`config.mk`:
```
export PLATFORM = sky130hd
export DESIGN_NAME = ctl_cmd_engine
export DESIGN_NICKNAME = d
export VERILOG_FILES = /design/src/rtl/ctl_cmd_pkg.sv /design/src/rtl/ctl_hdr_decode.sv /design/src/rtl/ctl_cmd_seq.sv /design/src/rtl/ctl_reg_file.sv /design/src/rtl/ctl_cmd_engine.sv
export SDC_FILE = /design/constraint.sdc
export NUM_CORES = 1
export LEC_CHECK = 0
export BUFFER_PORTS_ARGS = -buffer_cell sky130_fd_sc_hd__buf_4
export CORE_UTILIZATION = 40
export DETAILED_ROUTE_END_ITERATION = 10
export GPL_ROUTABILITY_DRIVEN = 0
export PLACE_DENSITY = 0.58
export REMOVE_ABC_BUFFERS = 1
export SYNTH_ARGS = -nofsm -noshare
export SYNTH_HDL_FRONTEND = slang
export SYNTH_HIERARCHICAL = 1
export SYNTH_SLANG_ARGS = --single-unit
```
`constraint.sdc`:
```
create_clock -name clk -period 6.99 [get_ports clk]
set_clock_uncertainty 0.05 [all_clocks]
set_input_delay 1.0485 -clock clk [delete_from_list [all_inputs] [get_ports clk]]
set_output_delay 1.0485 -clock clk [all_outputs]
set_load 0.05 [all_outputs]
```
`src/rtl/ctl_cmd_pkg.sv`:
```
// Shared definitions for the control command engine.
// Assumes 32-bit command words; header field positions are fixed here.
package ctl_cmd_pkg;

    localparam int CMD_W      = 32;
    localparam int B_KIND     = 31;  // 0 = command word
    localparam int B_BAD      = 30;  // header-bad flag in the echo
    localparam int B_WRITE    = 29;
    localparam int B_HOLD     = 28;  // address hold
    localparam int MAP_LSB    = 24;
    localparam int MAP_W      = 4;
    localparam int ADDR_LSB   = 8;
    localparam int ADDR_W     = 16;
    localparam int CNT_LSB    = 1;
    localparam int CNT_W      = 7;
    localparam int LEFT_W     = CNT_W + 1;

    typedef enum logic [1:0] {
        ST_IDLE,   // waiting for a header
        ST_DATA,   // data slots of an accepted command
        ST_TAIL,   // the one extra slot after the data
        ST_DROP    // discard until deselect
    } ctl_state_e;

    typedef struct packed {
        logic              is_cmd;
        logic              wr;
        logic              hold;
        logic [MAP_W-1:0]  map;
        logic [ADDR_W-1:0] addr;
        logic [CNT_W-1:0]  cnt_m1;
        logic              par_ok;
    } ctl_hdr_t;

endpackage

```
`src/rtl/ctl_hdr_decode.sv`:
```
// Header decoder: splits a received word into command fields, checks odd
// parity over every bit except the header-bad bit, and builds the echo word.
// Assumes nothing about state; purely combinational.
module ctl_hdr_decode
    import ctl_cmd_pkg::*;
(
    input  logic [CMD_W-1:0] word_i,
    output ctl_hdr_t         hdr_o,
    output logic [CMD_W-1:0] echo_o
);

    logic [CMD_W-1:0] masked;
    logic [CMD_W-1:0] echo_raw;

    // Field extraction and parity check (host bit 30 excluded).
    always_comb begin
        masked         = word_i;
        masked[B_BAD]  = 1'b0;
        hdr_o.is_cmd   = ~word_i[B_KIND];
        hdr_o.wr       = word_i[B_WRITE];
        hdr_o.hold     = word_i[B_HOLD];
        hdr_o.map      = word_i[MAP_LSB +: MAP_W];
        hdr_o.addr     = word_i[ADDR_LSB +: ADDR_W];
        hdr_o.cnt_m1   = word_i[CNT_LSB +: CNT_W];
        hdr_o.par_ok   = ^masked;
    end

    // Echo: bit 30 reports the parity result, bit 0 restores odd parity.
    always_comb begin
        echo_raw        = word_i;
        echo_raw[B_BAD] = ~hdr_o.par_ok;
        echo_raw[0]     = 1'b0;
        echo_o          = echo_raw;
        echo_o[0]       = ~^echo_raw;
    end

endmodule

```
`src/rtl/ctl_cmd_seq.sv`:
```
// Command sequencer: accepts one word per in_valid while selected, runs the
// burst on the register bus and returns the response one word late.
// Assumes the register bus answers reads combinationally in the same cycle.
module ctl_cmd_seq
    import ctl_cmd_pkg::*;
(
    input  logic              clk,
    input  logic              rst_n,
    input  logic              frame_n,
    input  logic              in_valid,
    input  logic [CMD_W-1:0]  in_word,
    input  ctl_hdr_t          hdr_i,
    input  logic [CMD_W-1:0]  hdr_echo_i,
    output logic              bus_req,
    output logic              bus_we,
    output logic [MAP_W-1:0]  bus_map,
    output logic [ADDR_W-1:0] bus_addr,
    output logic [CMD_W-1:0]  bus_wdata,
    input  logic [CMD_W-1:0]  bus_rdata,
    output logic              out_valid,
    output logic [CMD_W-1:0]  out_word
);

    ctl_state_e        state_q;
    logic [CMD_W-1:0]  echo_q;
    logic              wr_q;
    logic              hold_q;
    logic [MAP_W-1:0]  map_q;
    logic [ADDR_W-1:0] addr_q;
    logic [LEFT_W-1:0] left_q;
    logic              acc;

    // A word counts only while the port is selected.
    assign acc = in_valid & ~frame_n;

    // Register bus drive during data slots.
    assign bus_req   = acc && (state_q == ST_DATA);
    assign bus_we    = wr_q;
    assign bus_map   = map_q;
    assign bus_addr  = addr_q;
    assign bus_wdata = in_word;

    // Slot sequencing, echo staging and address stepping.
    always_ff @(posedge clk) begin
        if (!rst_n) begin
            state_q   <= ST_IDLE;
            echo_q    <= '0;
            wr_q      <= 1'b0;
            hold_q    <= 1'b0;
            map_q     <= '0;
            addr_q    <= '0;
            left_q    <= '0;
            out_valid <= 1'b0;
            out_word  <= '0;
        end else if (frame_n) begin
            state_q   <= ST_IDLE;
            echo_q    <= '0;
            left_q    <= '0;
            out_valid <= 1'b0;
            out_word  <= '0;
        end else begin
            out_valid <= in_valid;
            if (in_valid) begin
                out_word <= echo_q;
                unique case (state_q)
                    ST_IDLE: begin
                        if (!hdr_i.is_cmd) begin
                            echo_q  <= '0;
                            state_q <= ST_DROP;
                        end else if (!hdr_i.par_ok) begin
                            echo_q  <= hdr_echo_i;
                            state_q <= ST_DROP;
                        end else begin
                            echo_q  <= hdr_echo_i;
                            wr_q    <= hdr_i.wr;
                            hold_q  <= hdr_i.hold;
                            map_q   <= hdr_i.map;
                            addr_q  <= hdr_i.addr;
                            left_q  <= {1'b0, hdr_i.cnt_m1} + LEFT_W'(1);
                            state_q <= ST_DATA;
                        end
                    end
                    ST_DATA: begin
                        echo_q <= wr_q ? in_word : bus_rdata;
                        if (!hold_q) addr_q <= addr_q + ADDR_W'(1);
                        left_q <= left_q - LEFT_W'(1);
                        if (left_q == LEFT_W'(1)) state_q <= ST_TAIL;
                    end
                    ST_TAIL: begin
                        echo_q  <= '0;
                        state_q <= ST_IDLE;
                    end
                    default: begin
                        echo_q <= '0;
                    end
                endcase
            end
        end
    end

    // deselection always returns to idle with no response pending.
    a_r11_deselect_idle: assert property (@(posedge clk) disable iff (!rst_n)
        frame_n |=> (state_q == ST_IDLE) && !out_valid);

    // the discard state never touches the register bus.
    a_r6_drop_no_access: assert property (@(posedge clk) disable iff (!rst_n)
        (state_q == ST_DROP) |-> !bus_req);

    // a burst in progress always has between 1 and 128 accesses left.
    a_r3_left_range: assert property (@(posedge clk) disable iff (!rst_n)
        (state_q == ST_DATA) |-> (left_q != '0) && (left_q <= LEFT_W'(128)));

    // with address hold the address stays put across data slots.
    a_r4_hold_addr: assert property (@(posedge clk) disable iff (!rst_n)
        (acc && state_q == ST_DATA && hold_q) |=> (addr_q == $past(addr_q)));

    // each accepted word gives a response next cycle carrying the staged word.
    a_r2_echo_lag: assert property (@(posedge clk) disable iff (!rst_n)
        acc |=> out_valid && (out_word == $past(echo_q)));

endmodule

```
`src/rtl/ctl_reg_file.sv`:
```
// Test register file: NUM_MAPS maps of NUM_REGS 32-bit registers, reset to 0.
// Out-of-range writes are dropped, and out-of-range reads return 0.
module ctl_reg_file
    import ctl_cmd_pkg::*;
#(
    parameter int NUM_MAPS = 2,
    parameter int NUM_REGS = 8
) (
    input  logic              clk,
    input  logic              rst_n,
    input  logic              req_i,
    input  logic              we_i,
    input  logic [MAP_W-1:0]  map_i,
    input  logic [ADDR_W-1:0] addr_i,
    input  logic [CMD_W-1:0]  wdata_i,
    output logic [CMD_W-1:0]  rdata_o
);

    localparam int TOTAL  = NUM_MAPS * NUM_REGS;
    localparam int SEL_W  = (TOTAL > 1) ? $clog2(TOTAL) : 1;
    localparam int FLAT_W = MAP_W + ADDR_W + 8;

    logic [CMD_W-1:0]  mem_q [TOTAL];
    logic              hit;
    logic [FLAT_W-1:0] flat;
    logic [SEL_W-1:0]  sel;

    // Address decode into the flat storage index.
    always_comb begin
        hit  = (32'(map_i) < 32'(NUM_MAPS)) && (32'(addr_i) < 32'(NUM_REGS));
        flat = FLAT_W'(map_i) * FLAT_W'(NUM_REGS) + FLAT_W'(addr_i);
        sel  = flat[SEL_W-1:0];
    end

    // Combinational read, zero outside the implemented range.
    assign rdata_o = hit ? mem_q[sel] : '0;

    // Storage update on an in-range write.
    always_ff @(posedge clk) begin
        if (!rst_n) begin
            for (int i = 0; i < TOTAL; i++) mem_q[i] <= '0;
        end else if (req_i && we_i && hit) begin
            mem_q[sel] <= wdata_i;
        end
    end

    // an out-of-range write leaves the addressed-by-index slot unchanged.
    a_r5_miss_no_write: assert property (@(posedge clk) disable iff (!rst_n)
        (req_i && we_i && !hit) |=> $stable(mem_q[$past(sel)]));

endmodule

```
`src/rtl/ctl_cmd_engine.sv`:
```
// Control command engine top: header decoder, sequencer and test register
// file. Assumes word framing is done upstream: one in_valid per 32-bit word.
module ctl_cmd_engine
    import ctl_cmd_pkg::*;
#(
    parameter int NUM_MAPS = 2,
    parameter int NUM_REGS = 8
) (
    input  logic        clk,
    input  logic        rst_n,
    input  logic        frame_n,
    input  logic        in_valid,
    input  logic [31:0] in_word,
    output logic        out_valid,
    output logic [31:0] out_word
);

    ctl_hdr_t          hdr;
    logic [CMD_W-1:0]  hdr_echo;
    logic              bus_req;
    logic              bus_we;
    logic [MAP_W-1:0]  bus_map;
    logic [ADDR_W-1:0] bus_addr;
    logic [CMD_W-1:0]  bus_wdata;
    logic [CMD_W-1:0]  bus_rdata;

    ctl_hdr_decode u_dec (
        .word_i (in_word),
        .hdr_o  (hdr),
        .echo_o (hdr_echo)
    );

    ctl_cmd_seq u_seq (
        .clk        (clk),
        .rst_n      (rst_n),
        .frame_n    (frame_n),
        .in_valid   (in_valid),
        .in_word    (in_word),
        .hdr_i      (hdr),
        .hdr_echo_i (hdr_echo),
        .bus_req    (bus_req),
        .bus_we     (bus_we),
        .bus_map    (bus_map),
        .bus_addr   (bus_addr),
        .bus_wdata  (bus_wdata),
        .bus_rdata  (bus_rdata),
        .out_valid  (out_valid),
        .out_word   (out_word)
    );

    ctl_reg_file #(
        .NUM_MAPS (NUM_MAPS),
        .NUM_REGS (NUM_REGS)
    ) u_rf (
        .clk     (clk),
        .rst_n   (rst_n),
        .req_i   (bus_req),
        .we_i    (bus_we),
        .map_i   (bus_map),
        .addr_i  (bus_addr),
        .wdata_i (bus_wdata),
        .rdata_o (bus_rdata)
    );

endmodule

```
# Yosys cells after proc, flatten, opt, wreduce, memory -nomap -nowiden
# Memory sizes are Yosys's and may differ from the RTL's.
# Cells that the tools add are included.
[op_classes]
addsub = 4
muxes = 22
n_lt_le_gt_ge = 2
n_bitwise = 5
reduce_logical = 15
n_eq_ne = 7
[op_table]
columns = ["cell", "count"]
rows = [
  ["32-bit 2-to-1 mux", 3],
  ["32-bit one-hot mux with 2 select lines", 1],
  ["16-bit 2-to-1 mux", 3],
  ["16-bit one-hot mux with 2 select lines", 1],
  ["32-bit OR reduction", 1],
  ["32-bit XNOR reduction", 1],
  ["32-bit XOR reduction", 1],
  ["31-bit 2-to-1 mux", 1],
  ["16-bit by 1-bit adder with 16-bit output (second input constant)", 1],
  ["16-bit by 4-bit < comparator with 1-bit output (second input constant)", 1],
  ["8-bit 2-to-1 mux", 2],
  ["8-bit one-hot mux with 2 select lines", 1],
  ["7-bit by 1-bit adder with 8-bit output (second input constant)", 1],
  ["8-bit by 1-bit equality test with 1-bit output (second input constant)", 1],
  ["2-bit inequality test (second input constant)", 4],
  ["8-bit by 1-bit subtractor with 8-bit output (second input constant)", 1],
  ["2-bit 2-to-1 mux", 3],
  ["2-bit one-hot mux with 3 select lines", 1],
  ["6-bit AND reduction", 1],
  ["1-bit 2-to-1 mux", 5],
  ["5-bit AND reduction", 1],
  ["4-bit adder", 1],
  ["1-bit logical AND", 4],
  ["4-bit by 2-bit < comparator with 1-bit output (second input constant)", 1],
  ["11 further kinds", 14],
]
[totals]
mem_count = 1
out_inout_bits = 33
reg_bits = 97
ramBits = 512
input_bits = 36
[memory_table]
columns = ["memory", "depth", "word_bits", "rd", "rd_clocked_by_memory_dff", "write_ports", "line_no", "text"]
rows = [
  ["u_rf.mem_q", 16, 32, 1, 0, 16, "ctl_reg_file.sv:23", "logic [CMD_W-1:0] mem_q [TOTAL];"],
]

# Logic depth before layout (Yosys ltp)
# Gate-level depths: netlist (run 1).
[logic_depth]
word_depth = 10
mapped_depth = 12
ltp_nobuf = 8

# Modules after synthesis
# Netlist (run 1), hierarchy kept.
[by_module_without_submodules]
columns = ["module", "area_per_inst_um2", "cells_each", "instances", "seq_area_each_um2"]
rows = [
  ["ctl_reg_file", 22449.0, 1500, 1, 15374.7],
  ["ctl_cmd_seq", 5053.6, 611, 1, 1941.9],
  ["ctl_hdr_decode", 764.5, 88, 1, 0.0],
]

# Worst setup path before layout (run 1)
# OpenSTA, ideal clock, no wires.
[synth_timing]
path_type = "input-to-reg"
startpoint = "in in_valid"
endpoint = "mem u_rf.mem_q[0][0] (enable)"
stages = 8
setup_time_ns = 0.510
arrival_time_ns = 5.276
path_slack_ns = 1.153
path_cell_list = "buf_4 -> nand2b_1 -> buf_6 -> nor2_1 -> and4_1 -> buf_6 -> nand3b_2 -> o41ai_1"
[synth_lines]
columns = ["item", "line_no", "text"]
rows = [
  ["start, declared", "ctl_cmd_engine.sv:12", "input logic in_valid,"],
  ["end, declared", "ctl_reg_file.sv:23", ""],
]

==> run_results.csv, run 1 <==
group,metric,value,unit
synth,syn_avg_cell_area,12.9,sq um
critical_path,path_class,"reg2reg",
synth,syn_inst,2199,
critical_path,rr_worst_depth,5,
timing,hold_viol,0,
critical_path,start_kind,"flip-flop",
global_routing,grt-ovfl-total,0,
layout,diodes,0,
power_and_ir_drop,p_total,0.00910,W
clocking,ctsHoldBuffers,0,
timing,setup_ws,2800,ps
global_routing,grt_pass1_vias,17800,
job,max-cap-violations,0,
worst_hold_path,hold_start,"u_seq/left_q[1]",
clocking,cts_tree,"built",
global_routing,grt_max_degree,91,
timing,relSlewSlack,21.3,%
route,wl_per_cell,25.4,um
critical_path,r2r_setup_slack,2800,ps
synth,yosysUniqueCellTypes,65,
synth,synth.most_common_cell,"nor2_1",
place,hpwl,47600,um
floorplanning,num_rows,97,
critical_path,end_kind,"flip-flop",
layout,area_growth,9.69,%
timing,fmax,0.239,GHz
timing,period_needed,4190,ps
floorplanning,die_h,268,um
clocking,numClockSinks,609,
synth,synth_area,0.0283,sq mm
synth,ys_top_cells_by_count,"nor2_1 (569), edfxtp_1 (512), mux4_2 (128)",
global_routing,grt_usage,22.3,%
floorplanning,core_area,0.0700,sq mm
clocking,path_clk_slew,50,ps
timing,setup_viol,0,
worst_hold_path,hold-path-endpoint,"u_seq/left_q[1]",
power_and_ir_drop,irDropWorstVdd,0.000222,V
timing,worstMarginPinSlew,1180,ps
layout,fin_cells,3095,
synth,synth_top_cell_by_area,"edfxtp_1",
route,final_antenna_net_count,0,
critical_path,crit_fanout,48,
route,drt-total-wl,78600,um
critical_path,r2r_start,"u_seq/bus_addr[3]",
route,via_count,17700,
worst_hold_path,hold_depth,2,
layout,drive_gt1_share,20.5,%
clocking,clock-root-buffer,"clkbuf_16",
synth,ys.warnings.count,6,
route,routed_via_density,5.71,
route,drc_errors,0,
clocking,numCtsBuffers,68,
clocking,clock_path_buffers,3,
timing,slew_viol_final,0,
synth,yosys.area.top_type_share,54.4,%
global_routing,antenna_found_initial,0,
route,drtIter0Drc,1538,
power_and_ir_drop,p_leak,10.2,nW
synth,synth-edff-count,512,
critical_path,r2r-end,"u_rf/mem_q[5][31]",
synth,synth.area.top_cells,"edfxtp_1 (54%), mux4_2 (10%), nor2_1 (7.6%)",
critical_path,crit_required,7380,ps
global_routing,grt_pass1_wl,117000,um
floorplanning,initial_utilization,40.4,%
clocking,post_cts_resized,0,
timing,finalCritPeriodShare,59.9,%
run_status,status,"finished clean",
route,first_pass_iters,5,
place,pre_cts_ws,2310,ps
clocking,postCtsSetupRepairBufs,0,
power_and_ir_drop,p_per_area,294,mW/mm^2
place,post-place-cells,2976,
layout,nets,2149,
critical_path,critPathArrivalTime,4580,ps
floorplanning,dieArea,0.0717,sq mm
synth,synth_async_sr_flop_share,0,%
floorplanning,die_w,268,um
synth,seq_area_frac_synth,61.3,%
synth,synth_seq_cells,609,
clocking,cts_max_level,3,
worst_hold_path,hold_path.class,"reg2reg",
floorplanning,pin_count,69,
clocking,clk_latency,620,ps
place,port_buffers,68,
synth,ys.flop_type,"edfxtp_1",
timing,rsz0062_at_grt,"no",
worst max-delay path by stage:
stage	startpoint	endpoint	slack [ps]	cells past startpoint
2_1_floorplan	u_seq/bus_addr[0]	u_rf/mem_q[0][0]	-4250	1
5_1_grt	in_valid	u_rf/mem_q[4][31]	2700	8
4_1_cts	u_seq/bus_addr[3]	u_rf/mem_q[4][11]	2870	5
6_report	u_seq/bus_addr[3]	u_rf/mem_q[5][31]	2800	5
3_5_place_dp	in_valid	u_rf/mem_q[4][6]	2310	8
3_3_place_gp	in_valid	u_rf/mem_q[4][2]	2420	8
per-layer routing:
layer  GRT usage (%)  up-vias  wire length (um)
met4            8.56        0              2580
li1                -     7740                 -
met3            3.42      116              5140
met5               0        -                 0
met2            36.6      685             38100
met1            29.9     9139             32800
cell usage in the layout (no fill, tap or decap), drive strengths merged, types with 64 or more instances in the layout:
master,count
nor2,631
mux4,128
clkbuf,79
buf,114
a21oi,89
a22oi,67
dfxtp,97
mux2i,69
nand2,64
edfxtp,512
cells by family (layout without fill, tap and decap cells):
kind of cell | count (synthesis) | count (layout) | synth area share, %
buf+inv | 287 | 243 | 5.98
simple gates | 804 | 804 | 12.5
fa+ha+maj | 7 | 7 | 0.310
xor+xnor | 31 | 31 | 1.26
mux | 197 | 197 | 12.6
flops | 609 | 609 | 61.3
compound gates | 264 | 264 | 6.08
flip-flops by register name (all words and copies together), names as in the netlist:
register         flops
u_seq/hold_q         1
u_seq/out_word      32
u_seq/bus_map        4
u_rf/mem_q         512
u_seq/bus_addr      16
u_seq/bus_we         1
u_seq/out_valid      1
u_seq/left_q         8
u_seq/state_q        2
u_seq/echo_q        32
metrics by stage:
stage / TNS, ps / instance area [sq um] / util, % / hold slack (ps)
2_1_floorplan: -1952060 / 26600 / - / 400
3_3_place_gp: 0 / 28900 / 41.2 / 412
3_5_place_dp: 0 / 28900 / 41.2 / 429
4_1_cts: 0 / 31000 / 44.3 / 436
5_1_grt: 0 / 31000 / 44.3 / 449
6_report: 0 / 31000 / 44.3 / 434
critical path: stages (launching register included):
cell and delay, ps:
dfxtp_1 420, xnor2_1 730, and2_2 1020, nand4b_1 960, buf_4 610, nor2_1 170
power by group:
part / switching (W) / internal [W]
clock network: 0.00147 / 0.00202
registers: 0.000102 / 0.00405
logic: 0.000954 / 0.000501
total: 0.00253 / 0.00657
cell type report:
| type | count | area, sq um |
|---|---|---|
| Clock buffer | 79 | 1780 |
| Tap cell | 940 | 1180 |
| Timing Repair Buffer | 114 | 881 |
| Multi-Input combinational cell | 1303 | 9460 |
| Sequential cell | 609 | 17300 |
| Clock inverter | 40 | 347 |
| Fill cell | 6383 | 39000 |
| Inverter | 10 | 37.5 |
(Power assumes the default switching activity.)
==> inputs of run 2 (changes only) <==
--- a/config.mk
+++ b/config.mk
@@ -9,7 +9,7 @@
 export CORE_UTILIZATION = 40
 export DETAILED_ROUTE_END_ITERATION = 10
 export GPL_ROUTABILITY_DRIVEN = 0
-export PLACE_DENSITY = 0.58
+export PLACE_DENSITY = 0.6
 export REMOVE_ABC_BUFFERS = 1
 export SYNTH_ARGS = -nofsm -noshare
 export SYNTH_HDL_FRONTEND = slang
==> constraint.sdc (replaced) <==
create_clock -name clk -period 3.8 [get_ports clk]
set_clock_uncertainty 0.05 [all_clocks]
set_input_delay 0.57 -clock clk [delete_from_list [all_inputs] [get_ports clk]]
set_output_delay 0.57 -clock clk [all_outputs]
set_load 0.05 [all_outputs]
==> run 2 against run 1 <==
The run now ends with design-rule violations left. Die area is the same. Global-route usage is essentially flat. Critical path depth grew 3. Cell count grew 1.1%. Non-clock buffer count grew 39. Cell area grew 0.86%. Sequential share of layout area shrank 0.48 points. Sequential cell count is the same. Worst hold slack lost 230 ps.
==> run_results.csv, run 2 (synthesis results as in run 1) <==
group,metric,value,unit
clocking,path_clk_slew,60,ps
global_routing,grt_pass1_wl,116000,um
critical_path,max_stage_delay,980,ps
floorplanning,initial_utilization,40.4,%
global_routing,grt-ovfl-total,0,
critical_path,path_cells,"buf_12 -> mux4_2 -> a22oi_1 -> a21oi_1 -> mux2i_1 -> nor2_1 -> a21oi_1 -> a211oi_1",
timing,fin_setup_tns,0,ps
layout,final_core_util,44.7,%
worst_hold_path,hold_start,"in_word[26]",
timing,setup_viol,0,
clocking,clock_path_buffers,3,
worst_hold_path,hold_path.class,"in2reg",
clocking,clk_latency,640,ps
global_routing,grt_usage,22.3,%
critical_path,start_kind,"flip-flop",
job,max-cap-violations,0,
layout,mostFrequentLayoutCell,"nor2_1",
layout,diodes,0,
layout,nFillCells,6306,
route,drtIter0Drc,2218,
clocking,numCtsBuffers,61,
floorplanning,die_w,268,um
global_routing,use_met2,36.9,%
timing,slew_viol_final,0,
route,wl_per_cell,25.4,um
run_status,status,"complete, but fails checks",
floorplanning,num_rows,97,
clocking,clock-root-buffer,"clkbuf_16",
floorplanning,core_area,0.0700,sq mm
layout,drive_gt1_share,21.2,%
floorplanning,die_h,268,um
place,place_area,0.0293,sq mm
layout,regMostFlops,"u_rf/mem_q",
route,final_antenna_net_count,0,
layout,multi_input_area,0.00946,sq mm
layout,final_cell_mix,"nor2_1 (569), edfxtp_1 (512), buf_4 (139)",
timing,worstMarginPinSlew,1160,ps
clocking,ctsHoldBuffers,0,
timing,period_needed,3170,ps
timing,fmax,0.316,GHz
place,post-place-cells,3015,
route,routed_via_density,5.72,
global_routing,grt_use_met3,3.59,%
layout,largest_register_ffs,512,
timing,rsz0062_at_grt,"no",
layout,seq_area,0.0173,sq mm
global_routing,antenna_found_initial,1,
timing,hold_viol,0,
route,first_pass_iters,9,
global_routing,grt_max_degree,75,
timing,finalCritPeriodShare,83.3,%
global_routing,busiest_layer,"met2",
layout,largestRegisters,"u_rf/mem_q: 512 flops, u_seq/echo_q: 32 flops, u_seq/out_word: 32 flops",
place,port_buffers,68,
power_and_ir_drop,irDropWorstVdd,0.000349,V
critical_path,path_class,"reg2reg",
global_routing,grt_pass1_vias,17700,
power_and_ir_drop,p_leak,10.4,nW
layout,fin_cells,3130,
clocking,numClockSinks,609,
floorplanning,dieArea,0.0717,sq mm
global_routing,grt_util_met1,29.9,%
floorplanning,pin_count,69,
critical_path,crit_fanout,46,
route,via_count,17900,
route,drt-total-wl,79600,um
timing,relSlewSlack,23.0,%
critical_path,crit_required,4210,ps
critical_path,worst_path_most_repeated_cell,"a21oi_1",
place,hpwl,46900,um
critical_path,end_kind,"flip-flop",
critical_path,critPathLaunch,"u_seq/bus_addr[0]",
clocking,postCtsSetupRepairBufs,0,
clocking,cts_tree,"built",
layout,area_growth,10.6,%
layout,nets,2181,
clocking,post_cts_resized,0,
clocking,cts_max_level,2,
route,drc_errors,2,
power_and_ir_drop,p_per_area,526,mW/mm^2
critical_path,r2r_start,"u_seq/bus_addr[0]",
critical_path,slowest_stage,"dfxtp_4",
run_status,violations,"design-rule violations",
layout,fin_area,0.0313,sq mm
critical_path,critPathArrivalTime,3580,ps
## run 2: cell type report
class / count / share of cell area [%]
clock buffers: 94 / 5.38
clock inverters: 21 / 0.856
inverters: 10 / 0.120
multi-input cells: 1303 / 30.3
flip-flops and latches: 609 / 55.4
well taps: 940 / 3.76
repair buffers: 153 / 4.23
## run 2: where the power goes
part           internal [W]  switching [W]  total (W)
sequential          0.00746       0.000206    0.00766
clock               0.00344        0.00254    0.00598
combinational       0.00101        0.00178    0.00280
## run 2: path summary, 6_finish.rpt
| path | slack (ps) | cells after the start | to |
|---|---|---|---|
| hold / removal | 210 | 3 | u_seq/bus_map[2] |
| setup reg to reg | 630 | 8 | u_seq/echo_q[8] |
| hold reg to reg | 440 | 2 | u_seq/echo_q[25] |
| setup / recovery | 630 | 8 | u_seq/echo_q[8] |
## run 2: worst max-delay path, delay by kind of cell (launching register included)
family,cells,cell delay [ps]
buffers and inverters,1,360
muxes,2,700
DFF,1,980
AOI/OAI and AO/OA,4,820
and+or+nand+nor,1,50
## run 2: metal layers
layer | wire, um | up-vias | share of wire [%]
li1 | - | 7793 | -
met4 | 2580 | 2 | 3.2
met1 | 31900 | 9102 | 40
met3 | 6940 | 155 | 8.7
met5 | 13 | - | 0.016
met2 | 38300 | 851 | 48
## run 2: per-stage QoR
step,power [W],setup WS [ps],hold WS [ps]
2_1_floorplan,0.00952,-7440,400
3_3_place_gp,0.0105,233,413
3_5_place_dp,0.0105,156,430
4_1_cts,0.0165,595,182
5_1_grt,0.0169,496,209
6_report,0.0164,633,207
==> inputs of run 3 (changes only) <==
--- a/config.mk
+++ b/config.mk
@@ -9,7 +9,7 @@
 export CORE_UTILIZATION = 40
 export DETAILED_ROUTE_END_ITERATION = 10
 export GPL_ROUTABILITY_DRIVEN = 0
-export PLACE_DENSITY = 0.6
+export PLACE_DENSITY = 0.58
 export REMOVE_ABC_BUFFERS = 1
 export SYNTH_ARGS = -nofsm -noshare
 export SYNTH_HDL_FRONTEND = slang
==> constraint.sdc (replaced) <==
create_clock -name clk -period 3.1 [get_ports clk]
set_clock_uncertainty 0.05 [all_clocks]
set_input_delay 0.465 -clock clk [delete_from_list [all_inputs] [get_ports clk]]
set_output_delay 0.465 -clock clk [all_outputs]
set_load 0.05 [all_outputs]
==> run 3 against run 2 <==
The run now ends clean. Cell area rose by 3.2%. Die area did not move. Wire length rose by 0.82%. Sequential power rose by 21%. Via count rose by 1.1%. Sequential cell count did not move. Register-to-register slack got worse by 300 ps. Sequential share of layout area fell by 1.7 points. Worst setup slack got worse by 300 ps. Core utilization rose by 1.4 points. Highest routed layer is now met4.
==> run_results.csv, run 3 (synthesis results as in run 1) <==
group,metric,value,unit
global_routing,grt_pass1_wl,118000,um
clocking,ctsHoldBuffers,0,
timing,relSlewSlack,40.2,%
critical_path,path_class,"reg2reg",
route,first_pass_iters,7,
timing,slew_viol_final,0,
critical_path,path_cells,"buf_4 -> nor4_1 -> and3_1 -> nand2_1 -> buf_4 -> a21oi_1 -> buf_4 -> mux2i_1 -> nor2_1 -> a21oi_1 -> a211oi_1",
job,max-cap-violations,0,
clocking,cts_max_level,3,
floorplanning,core_area,0.0700,sq mm
floorplanning,die_w,268,um
floorplanning,initial_utilization,40.4,%
layout,largestRegisters,"u_rf/mem_q: 512 flops, u_seq/echo_q: 32 flops, u_seq/out_word: 32 flops",
floorplanning,die_h,268,um
route,drtIter0Drc,1625,
layout,largest_register_ffs,512,
place,hpwl,49000,um
critical_path,end_kind,"flip-flop",
timing,worstMarginPinSlew,896,ps
critical_path,critPathArrivalTime,3240,ps
clocking,clock-root-buffer,"clkbuf_16",
place,post-place-cells,3081,
global_routing,grt_max_degree,100,
clocking,path_clk_slew,60,ps
critical_path,crit_fanout,10,
layout,fin_cells,3204,
global_routing,antenna_found_initial,2,
timing,finalCritPeriodShare,89.3,%
timing,whs,133,ps
clocking,postCtsSetupRepairBufs,0,
route,via_count,18100,
timing,setup_viol,0,
power_and_ir_drop,p_leak,10.9,nW
floorplanning,pin_count,69,
timing,period_needed,2770,ps
route,wl_per_cell,25.1,um
run_status,status,"finished clean",
global_routing,grt-ovfl-total,0,
clocking,cts_tree,"built",
route,drt-total-wl,80300,um
critical_path,start_kind,"flip-flop",
global_routing,grt_pass1_vias,18200,
layout,drive_gt1_share,23.9,%
clocking,numClockSinks,609,
timing,rsz0062_at_grt,"no",
clocking,clk_latency,610,ps
layout,nets,2253,
critical_path,slowest_stage,"dfxtp_1",
layout,mostFrequentLayoutCell,"nor2_1",
clocking,clock_path_buffers,3,
layout,regMostFlops,"u_rf/mem_q",
clocking,post_cts_resized,0,
route,routed_via_density,5.65,
floorplanning,dieArea,0.0717,sq mm
place,port_buffers,68,
clocking,numCtsBuffers,67,
layout,area_growth,14.2,%
route,final_antenna_net_count,0,
layout,final_cell_mix,"nor2_1 (569), edfxtp_1 (512), buf_4 (185)",
route,drc_errors,0,
critical_path,critPathBufInv,3,
floorplanning,num_rows,97,
critical_path,worst_path_most_repeated_cell,"buf_4",
power_and_ir_drop,p_per_area,653,mW/mm^2
timing,fmax,0.361,GHz
timing,fin_setup_tns,0,ps
timing,hold_viol,0,
timing,setup_ws,332,ps
critical_path,critical_path.top_delay_family,"simple AND/OR/NAND/NOR gates",
critical_path,crit_required,3570,ps
place,pre_cts_ws,-120,ps
critical_path,max_stage_delay,360,ps
global_routing,grt_usage,22.7,%
worst_hold_path,hold_path.class,"in2reg",
power_and_ir_drop,irDropWorstVdd,0.000425,V
power_and_ir_drop,p_total,0.0211,W
## run 3: cell types whose count changed in the layout (fill, tap and decap cells not counted), sizes merged
cell	delta
bufinv	+1
inv	+3
buf	+66
diode	+2
clkinv	+9
clkbuf	-5
clkinvlp	-2
## run 3: worst register-to-register path, cell delays in order, from the launching register on
cell,delay (ps)
dfxtp_1,360
buf_4,180
nor4_1,280
and3_1,340
nand2_1,270
buf_4,310
a21oi_1,290
buf_4,170
mux2i_1,60
nor2_1,120
a21oi_1,50
a211oi_1,210
## run 3: layer usage
layer	part of all wire [%]	global-route usage, %	vias to the layer above
met4	3.4	8.69	0
met1	40	29.9	9194
met2	48	37.4	808
li1	-	-	7948
met5	0	0	-
met3	8.4	3.78	155
## run 3: cell type report
class,instances,area (sq um)
diodes,2,5.00
clock buffers,89,1840
clock inverters,32,354
fillers,6194,37800
inverters,10,37.5
multi-input cells,1303,9460
flip-flops and latches,609,17300
well taps,940,1180
repair buffers,219,2070
## run 3: final timing paths
check,slack (ps),cells after the start,from,endpoint
worst min register to register,440,2,u_seq/echo_q[15],u_seq/echo_q[15]
worst max-delay path,330,11,u_seq/bus_addr[3],u_seq/echo_q[20]
worst max register to register,330,11,u_seq/bus_addr[3],u_seq/echo_q[20]
worst min-delay path,130,3,in_word[28],u_seq/hold_q
## run 3: metrics by stage
step	area (sq um)	util [%]
finish	32300	46.1
global route	32300	46.1
CTS	32300	46.1
detailed placement	30100	42.9
global placement	30100	42.9
floorplan	26600	-
## run 3: where the power goes
group | total [W] | switching, W | internal, W | leakage (nW)
clock | 0.00804 | 0.00326 | 0.00478 | 1.08
combinational | 0.00374 | 0.00232 | 0.00143 | 3.77
sequential | 0.00930 | 0.000155 | 0.00914 | 6.07
